===== src/rtl/vpf_pkg.sv =====
package vpf_pkg;
  localparam int VPF_RD_PORTS = 5;
  localparam int VPF_WR_PORTS = 3;
  localparam int VPF_SEL_W    = 4;
  localparam int VPF_ADDR_W   = 6;
  localparam int VPF_BYTE_W   = 8;
  localparam int VPF_RD_SPLIT = 3;   // read ports below this index form group 0
  localparam int VPF_MAX_DLY  = 3;
  localparam int VPF_DLY_W    = $clog2(VPF_MAX_DLY + 1);

  typedef enum logic [1:0] {
    DLY_BYPASS = 2'd0,
    DLY_ONE    = 2'd1,
    DLY_TWO    = 2'd2,
    DLY_THREE  = 2'd3
  } vpf_dly_e;
endpackage


===== src/rtl/vpf_rst_sync.sv =====
module vpf_rst_sync (
  input  logic clk,
  input  logic rst_n,
  output logic rst_sync_n
);
  logic [1:0] sync_q;
  logic [1:0] sync_d;

  always_comb sync_d = {sync_q[0], 1'b1};

  always_ff @(posedge clk or negedge rst_n) begin
    if (!rst_n) sync_q <= 2'b00;
    else        sync_q <= sync_d;
  end

  assign rst_sync_n = sync_q[1];
endmodule


===== src/rtl/vpf_parity_flag.sv =====
module vpf_parity_flag #(
  parameter int W = 9
) (
  input  logic         clk,
  input  logic         rst_n,
  input  logic         active,
  input  logic [W-1:0] bits,
  input  logic         clr,
  output logic         flag
);
  logic odd_ok;
  logic hit;
  logic flag_d;
  logic flag_q;

  always_comb begin
    odd_ok = ^bits;
    hit    = active && !odd_ok;
    flag_d = (clr ? 1'b0 : flag_q) | hit;
  end

  always_ff @(posedge clk or negedge rst_n) begin
    if (!rst_n) flag_q <= 1'b0;
    else        flag_q <= flag_d;
  end

  assign flag = flag_q;

  // R2 (data ports) and R3 (groups): even count on an active check sets the flag
  a_r2_even_sets_flag: assert property (@(posedge clk) disable iff (!rst_n)
    (active && !(^bits)) |=> flag);

  // a set flag survives while clear is low
  a_r5_sticky: assert property (@(posedge clk) disable iff (!rst_n)
    (flag && !clr) |=> flag);

  // clear with no simultaneous error empties the flag
  a_r6_clear: assert property (@(posedge clk) disable iff (!rst_n)
    (clr && !(active && !(^bits))) |=> !flag);

  // an inactive check leaves the flag where it was
  a_r4_idle_hold: assert property (@(posedge clk) disable iff (!rst_n)
    (!active && !clr) |=> $stable(flag));
endmodule


===== src/rtl/vpf_delay_line.sv =====
module vpf_delay_line
  import vpf_pkg::*;
#(
  parameter int W = 20
) (
  input  logic                 clk,
  input  logic                 rst_n,
  input  logic [VPF_DLY_W-1:0] dly_sel,
  input  logic [W-1:0]         din,
  output logic [W-1:0]         dout
);
  logic [W-1:0] stage_q [VPF_MAX_DLY];
  logic [W-1:0] stage_d [VPF_MAX_DLY];
  logic [1:0]   fill_q;
  logic [1:0]   fill_d;

  always_comb begin
    stage_d[0] = din;
    for (int i = 1; i < VPF_MAX_DLY; i++) stage_d[i] = stage_q[i-1];
    fill_d = (fill_q == 2'd3) ? fill_q : fill_q + 2'd1;
  end

  always_ff @(posedge clk or negedge rst_n) begin
    if (!rst_n) begin
      for (int i = 0; i < VPF_MAX_DLY; i++) stage_q[i] <= '0;
      fill_q <= 2'd0;
    end else begin
      for (int i = 0; i < VPF_MAX_DLY; i++) stage_q[i] <= stage_d[i];
      fill_q <= fill_d;
    end
  end

  always_comb begin
    dout = din;
    for (int i = 0; i < VPF_MAX_DLY; i++)
      if (dly_sel == VPF_DLY_W'(i + 1)) dout = stage_q[i];
  end

  // each tap shows the input of exactly N edges ago once that history exists
  a_r8_tap_one: assert property (@(posedge clk) disable iff (!rst_n)
    (fill_q >= 2'd1 && dly_sel == VPF_DLY_W'(1)) |-> (dout == $past(din, 1)));

  a_r8_tap_two: assert property (@(posedge clk) disable iff (!rst_n)
    (fill_q >= 2'd2 && dly_sel == VPF_DLY_W'(2)) |-> (dout == $past(din, 2)));

  a_r8_tap_three: assert property (@(posedge clk) disable iff (!rst_n)
    (fill_q == 2'd3 && dly_sel == VPF_DLY_W'(3)) |-> (dout == $past(din, 3)));
endmodule


===== src/rtl/vec_port_frontend.sv =====
module vec_port_frontend
  import vpf_pkg::*;
#(
  parameter int NUM_RD   = VPF_RD_PORTS,
  parameter int NUM_WR   = VPF_WR_PORTS,
  parameter int SEL_W    = VPF_SEL_W,
  parameter int ADDR_W   = VPF_ADDR_W,
  parameter int BYTE_W   = VPF_BYTE_W,
  parameter int RD_SPLIT = VPF_RD_SPLIT
) (
  input  logic                        clk,
  input  logic                        rst_n,
  input  logic [NUM_RD-1:0]           i_rd_en,
  input  logic [NUM_RD*SEL_W-1:0]     i_rd_sel,
  input  logic [NUM_RD*ADDR_W-1:0]    i_rd_addr,
  input  logic [NUM_WR-1:0]           i_wr_en,
  input  logic [NUM_WR*SEL_W-1:0]     i_wr_sel,
  input  logic [NUM_WR*ADDR_W-1:0]    i_wr_addr,
  input  logic [NUM_WR*(BYTE_W+1)-1:0] i_wr_data,
  input  logic [2:0]                  i_grp_par,
  input  logic [VPF_DLY_W-1:0]        i_dly_sel,
  input  logic                        i_err_clr,
  output logic [NUM_RD-1:0]           o_rd_en,
  output logic [NUM_RD*SEL_W-1:0]     o_rd_sel,
  output logic [NUM_RD*ADDR_W-1:0]    o_rd_addr,
  output logic [NUM_WR-1:0]           o_wr_en,
  output logic [NUM_WR*SEL_W-1:0]     o_wr_sel,
  output logic [NUM_WR*ADDR_W-1:0]    o_wr_addr,
  output logic [NUM_WR*(BYTE_W+1)-1:0] o_wr_data,
  output logic [NUM_WR-1:0]           o_data_err,
  output logic [2:0]                  o_grp_err
);
  localparam int DW      = BYTE_W + 1;
  localparam int SLOT_W  = 1 + SEL_W + ADDR_W + DW;
  localparam int NUM_GRP = 3;
  localparam int G_RD_LO = 0;
  localparam int G_RD_HI = 1;
  localparam int G_WR    = 2;

  logic rst_core_n;

  vpf_rst_sync u_rst_sync (
    .clk        (clk),
    .rst_n      (rst_n),
    .rst_sync_n (rst_core_n)
  );

  // Read ports are not retimed
  assign o_rd_en   = i_rd_en;
  assign o_rd_sel  = i_rd_sel;
  assign o_rd_addr = i_rd_addr;

  // Control-group parity folds: enables always, fields only of enabled ports
  logic [NUM_GRP-1:0] grp_act;
  logic [NUM_GRP-1:0] grp_fold;

  always_comb begin
    grp_act  = '0;
    grp_fold = '0;
    for (int i = 0; i < NUM_RD; i++) begin
      if (i < RD_SPLIT) begin
        grp_act[G_RD_LO]  = grp_act[G_RD_LO] | i_rd_en[i];
        grp_fold[G_RD_LO] = grp_fold[G_RD_LO] ^ i_rd_en[i] ^
          (i_rd_en[i] & ((^i_rd_sel[i*SEL_W +: SEL_W]) ^ (^i_rd_addr[i*ADDR_W +: ADDR_W])));
      end else begin
        grp_act[G_RD_HI]  = grp_act[G_RD_HI] | i_rd_en[i];
        grp_fold[G_RD_HI] = grp_fold[G_RD_HI] ^ i_rd_en[i] ^
          (i_rd_en[i] & ((^i_rd_sel[i*SEL_W +: SEL_W]) ^ (^i_rd_addr[i*ADDR_W +: ADDR_W])));
      end
    end
    for (int k = 0; k < NUM_WR; k++) begin
      grp_act[G_WR]  = grp_act[G_WR] | i_wr_en[k];
      grp_fold[G_WR] = grp_fold[G_WR] ^ i_wr_en[k] ^
        (i_wr_en[k] & ((^i_wr_sel[k*SEL_W +: SEL_W]) ^ (^i_wr_addr[k*ADDR_W +: ADDR_W])));
    end
    grp_fold = grp_fold ^ i_grp_par;
  end

  for (genvar g = 0; g < NUM_GRP; g++) begin : g_grp_chk
    vpf_parity_flag #(.W(1)) u_grp_flag (
      .clk    (clk),
      .rst_n  (rst_core_n),
      .active (grp_act[g]),
      .bits   (grp_fold[g]),
      .clr    (i_err_clr),
      .flag   (o_grp_err[g])
    );
  end

  for (genvar k = 0; k < NUM_WR; k++) begin : g_wr_port
    vpf_parity_flag #(.W(DW)) u_data_flag (
      .clk    (clk),
      .rst_n  (rst_core_n),
      .active (i_wr_en[k]),
      .bits   (i_wr_data[k*DW +: DW]),
      .clr    (i_err_clr),
      .flag   (o_data_err[k])
    );

    if (k == 0) begin : g_delayed
      logic [SLOT_W-1:0] slot_in;
      logic [SLOT_W-1:0] slot_out;

      assign slot_in = {i_wr_en[0], i_wr_sel[0 +: SEL_W], i_wr_addr[0 +: ADDR_W], i_wr_data[0 +: DW]};

      vpf_delay_line #(.W(SLOT_W)) u_dly (
        .clk     (clk),
        .rst_n   (rst_core_n),
        .dly_sel (i_dly_sel),
        .din     (slot_in),
        .dout    (slot_out)
      );

      assign {o_wr_en[0], o_wr_sel[0 +: SEL_W], o_wr_addr[0 +: ADDR_W], o_wr_data[0 +: DW]} = slot_out;
    end else begin : g_direct
      assign o_wr_en[k]                  = i_wr_en[k];
      assign o_wr_sel[k*SEL_W +: SEL_W]   = i_wr_sel[k*SEL_W +: SEL_W];
      assign o_wr_addr[k*ADDR_W +: ADDR_W] = i_wr_addr[k*ADDR_W +: ADDR_W];
      assign o_wr_data[k*DW +: DW]        = i_wr_data[k*DW +: DW];
    end
  end
endmodule


===== config.mk =====
export PLATFORM = sky130hd
export DESIGN_NAME = vec_port_frontend
export DESIGN_NICKNAME = d
export VERILOG_FILES = /design/src/rtl/vpf_pkg.sv /design/src/rtl/vpf_rst_sync.sv /design/src/rtl/vpf_parity_flag.sv /design/src/rtl/vpf_delay_line.sv /design/src/rtl/vec_port_frontend.sv
export SDC_FILE = /design/constraint.sdc
export NUM_CORES = 1
export LEC_CHECK = 0
export BUFFER_PORTS_ARGS = -buffer_cell sky130_fd_sc_hd__buf_2
export CAP_MARGIN = 20
export CORE_UTILIZATION = 33
export DETAILED_ROUTE_END_ITERATION = 8
export GPL_TIMING_DRIVEN = 0
export MAX_ROUTING_LAYER = met4
export PLACE_DENSITY = 0.68
export SLEW_MARGIN = 0
export SYNTH_ARGS = -nofsm -noshare
export SYNTH_HDL_FRONTEND = slang
export SYNTH_HIERARCHICAL = 1
export SYNTH_SLANG_ARGS = --single-unit

===== constraint.sdc =====
create_clock -name clk -period 3.47 [get_ports clk]
set_input_delay 0.5205 -clock clk [delete_from_list [all_inputs] [get_ports clk]]
set_output_delay 0.5205 -clock clk [all_outputs]
set_load 0.1 [all_outputs]

# Yosys cells after proc, flatten, opt, wreduce, memory -nomap -nowiden
# Cells that the tools add are included.
# totals
latch_bits	0
output_inout_bits	121
in_bits	123
mem_bits_ro	0
mem_count	0
reg_bits	68
mem_bits_rw	0
# classes
n_eq_ne	3
n_div	0
addsub	0
n_bitwise	41
muxes	9
n_reduce_logical	31
shifts	0
magnitude_cmp	0
n_mul	0
# op_table
op	n
$mux W20	3
$reduce_xor A6 Y1	8
$reduce_xor A4 Y1	8
$reduce_xor A9 Y1	3
$xor A1 B1 Y1	21
$or A1 B1 Y1	11
$and A1 B1 Y1	8
$logic_and A1 B1 Y1	6
$logic_not A1 Y1	6
$mux W1	6
$eq A2 B2 Y1 const B	2
$xor A3 B3 Y3	1
$eq A2 B1 Y1 const B	1

# Depth between registers and ports, before layout
# logic_depth
ltp_word	12
ltp_mapped	7
ltp_nobuf	7

# By module
# The synthesis kept the hierarchy.
# modules_own_cells
module	cells_per_inst	area_per_inst_um2	instances
vpf_delay_line	84	1984.4	1
vec_port_frontend	178	1502.7	1
vpf_parity_flag (g_wr_port[0].u_data_flag ...)	10	113.9	3
vpf_parity_flag (g_grp_chk[0].u_grp_flag ...)	4	45.0	3
vpf_rst_sync	3	53.8	1

# Worst setup path before layout
# Ideal clock, no wire load.
# synth_path
path_type	input port to output port
from	input port i_dly_sel[0]
to	output port o_wr_addr[0]
cell_stages	2
required_ps	2949
setup_slack_ps	1497
arrival_ps	1452
path_cell_list	buf_6 > mux4_2
# synth_via
elab_chain_cells	4
# synth_lines
item	line	source
start, declared	vec_port_frontend.sv:21	input logic [VPF_DLY_W-1:0] i_dly_sel,
$eq A2 B1 Y1	vpf_delay_line.sv:36	if (dly_sel == VPF_DLY_W'(i + 1)) dout = stage_q[i];
$mux W20 (2 in a row)	vpf_delay_line.sv:36	
$mux W20 (*)	vpf_delay_line.sv:36	
end, declared	vec_port_frontend.sv:28	output logic [NUM_WR*ADDR_W-1:0] o_wr_addr,
# Every way passes the cells marked *; elsewhere a longest branch is shown, timed or not.

# Final worst setup path
# layout_path
from	input port i_dly_sel[0]
to	output port o_wr_en[0]
# layout_via
elab_chain_cells	4
# layout_lines
item	line	source
$eq A2 B1 Y1	vpf_delay_line.sv:36	
$mux W20 (2 in a row)	vpf_delay_line.sv:36	
$mux W20 (*)	vpf_delay_line.sv:36	
end, declared	vec_port_frontend.sv:26	output logic [NUM_WR-1:0] o_wr_en,
# Marks and branches as above.

==> flow_metrics.py <==
metrics = {
    "timing": {
        "maxSlewHeadroom_pct": 65.2,
        "finalCritPeriodShare_pct": 58.9,
        "setup_viol": 0,
        "hold_viol_final": 0,
        "timing.final.crit_period_ns": 2.04,
        "fmax_mhz": 490,
        "fin_skew_ns": 0.00662,
        "worst_pin_slew_ns": 0.525,
        "setup-tns-final_ns": 0,
        "drv_slew": 0,
        "rsz0062_at_grt": "false",
    },
    "cts": {
        "cts_buffer_depth": 2,
        "cts_max_level": 3,
        "clk_pin_slew_ns": 0.06,
        "cts_tree": "yes",
        "numCtsBuffers": 9,
        "cts_resized": 0,
        "cts_sinks": 68,
        "clk_latency_ns": 0.32,
        "postCtsSetupBuffers": 0,
        "cts_root_buf": "clkbuf_16",
    },
    "pwr": {
        "power_density_nw_per_um2": 585,
        "p_leak_nw": 2.99,
        "power_mw": 3.36,
        "vdd_ir_drop_max_v": 0.000237,
    },
    "hold_path": {
        "hold_class": "reg -> async",
    },
    "detailed_routing": {
        "ant_nets": 0,
        "viasPerCell": 4.22,
        "vias": 2994,
        "wl_per_cell_um": 13.2,
        "firstDrtPassIters": 8,
        "drc": 10,
        "routed_wl_um": 9390,
        "first_iter_violations": 107,
    },
    "setup_path": {
        "timing.rr.start": "u_rst_sync/sync_q[1]$_DFF_PN0_",
        "arrival_ns": 1.52,
        "endpoint_kind": "primary output",
        "crit_start": "i_dly_sel[0]",
        "reg2reg_slack_ns": 2.62,
        "crit_required_ns": 2.95,
        "r2r_cells": 1,
        "r2r-end": "g_wr_port[0].g_delayed.u_dly/stage_d[30]$_DFF_PN0_",
        "critPathKind": "in -> out",
        "critPathLaunchType": "primary input",
        "cp_max_fo": 10,
    },
    "die": {
        "die_h_um": 112,
        "rows": 39,
        "initial_core_util_pct": 34.4,
        "ios": 244,
        "die_x_um": 112,
        "core_um2": 11700,
        "die_area_um2": 12600,
    },
    "run": {
        "drv_cap": 0,
    },
    "logic_synthesis": {
        "synth_cells": 307,
        "yosys-top-cells-count": "95 x buf_4, 68 x dfrtp_1, 64 x xnor2_1, 20 x mux4_2, 18 x xor2_1",
        "ys.warnings.count": 6,
        "yosys_most_used_dff": "dfrtp_1",
        "netlist_area_um2": 4020,
        "yosysTopAreaCell": "dfrtp_1",
        "synth.net_count": 430,
        "synth_cell_types": 15,
        "syn_avg_cell_area_um2": 13.1,
        "yosysSeqAreaShare_pct": 42.4,
        "synthArstFlopShare_pct": 100,
        "yosysMostFrequentCell": "buf_4",
        "yosysTopAreaCellShare_pct": 42.4,
        "synth_edf_count": 0,
        "yosys-top-cells-area": "dfrtp_1 42%, buf_4 18%, xnor2_1 14%, mux4_2 11%, xnor3_1 6.2%",
        "synth_seq_cells": 68,
    },
    "final_layout": {
        "fillerInstances": 1086,
        "antennaDiodeCount": 0,
        "syn2layout_area_growth_pct": 42.7,
        "drive_gt1_share_pct": 68.0,
        "final_nets": 684,
    },
    "global_route": {
        "antenna_found_initial": 0,
        "grt_pass1_wl_um": 14800,
        "grt_pass1_vias": 3062,
        "grt_max_degree": 47,
        "grt_use_total_pct": 15.7,
        "gr-total-overflow": 0,
    },
    "placed_design": {
        "port_buffers": 241,
        "place.detailed.hpwl_um": 7730,
        "gp_congestion": 0.846,
    },
    "run_status": {
        "status": "complete, but fails checks",
        "violations": "DRC",
    },
}
==> cell usage in the layout, fill, tap and decap left out, drive strengths merged <==
master	instances
a22o	3
buf	341
bufinv	1
clkbuf	9
clkinv	1
clkinvlp	3
conb	1
dfrtp	68
dlygate4sd3	1
inv	11
mux4	20
nand2	8
o22ai	3
or2	1
or3	2
xnor2	64
xnor3	11
xor2	18
==> where the power goes <==
part	internal, mW	switching (mW)	total [mW]
Combinational	0.444	1.11	1.55
Clock	0.559	0.349	0.908
Sequential	0.860	0.0363	0.896
==> worst max-delay path by stage <==
stage | to | slack, ns
floorplan | g_grp_chk[0].u_grp_flag/flag$_DFF_PN0_ | 1.44
global placement | g_wr_port[0].g_delayed.u_dly/stage_d[9]$_DFF_PN0_ | 0.76
detailed placement | g_grp_chk[2].u_grp_flag/flag$_DFF_PN0_ | 1.26
CTS | o_wr_addr[3] | 1.42
global route | o_wr_en[0] | 1.39
finish | o_wr_en[0] | 1.43
==> registers in the layout, indices dropped and copies added (netlist names) <==
name / flops
u_rst_sync/sync_q: 2
g_grp_chk.u_grp_flag/flag: 3
g_wr_port.g_delayed.u_dly/stage_d: 40
g_wr_port.g_delayed.u_dly/stage_q: 20
g_wr_port.u_data_flag/flag: 3
==> area by class of cell <==
class | instances | area (um^2) | area share [%]
multi-input cells | 131 | 1540 | 26.8
inverters | 9 | 33.8 | 0.589
well taps | 143 | 179 | 3.12
repair buffers | 243 | 1240 | 21.6
plain buffers | 99 | 746 | 13.0
clock buffers | 9 | 225 | 3.93
flip-flops and latches | 68 | 1700 | 29.7
clock inverters | 7 | 75.1 | 1.31
==> repair_timing <==
action                                 CTS  global route
setup endpoints to repair                0             0
hold buffers                             1             0
endpoints found under the hold margin    2             0
==> metrics by stage <==
step	instances	hold WS, ns	cell area [um^2]	utilization [%]	setup slack [ns]
after floorplan	307	0.225	4020	-	1.44
after global placement	691	0.306	5400	46.3	0.761
after detailed placement	692	0.269	5420	46.5	1.26
after CTS	709	0.276	5730	49.2	1.42
after global routing	709	0.297	5730	49.2	1.39
final	709	0.243	5730	49.2	1.43
==> logic make-up (layout without fill, tap and decap cells) <==
family | Yosys count | in the layout | share of synthesized area, %
XOR/XNOR | 93 | 93 | 24.0
buffers and inverters | 108 | 367 | 19.4
flip-flops | 68 | 68 | 42.4
multiplexers | 20 | 20 | 11.2
AND/OR/NAND/NOR | 11 | 11 | 1.21
other | 1 | 1 | 0.0933
AO/OA/AOI/OAI | 6 | 6 | 1.68
==> layer usage <==
| metal | GRT usage [%] | share of wire [%] |
|---|---|---|
| met1 | 16.7 | 39 |
| met2 | 28.8 | 54 |
| met3 | 3.89 | 7.1 |
| met4 | 4.44 | 0.79 |
| met5 | - | 0 |
==> critical path, stage by stage <==
cell and delay [ns]:
buf_6 0.16, mux4_2 0.53, buf_2 0.31
(Power assumes the default switching activity.)
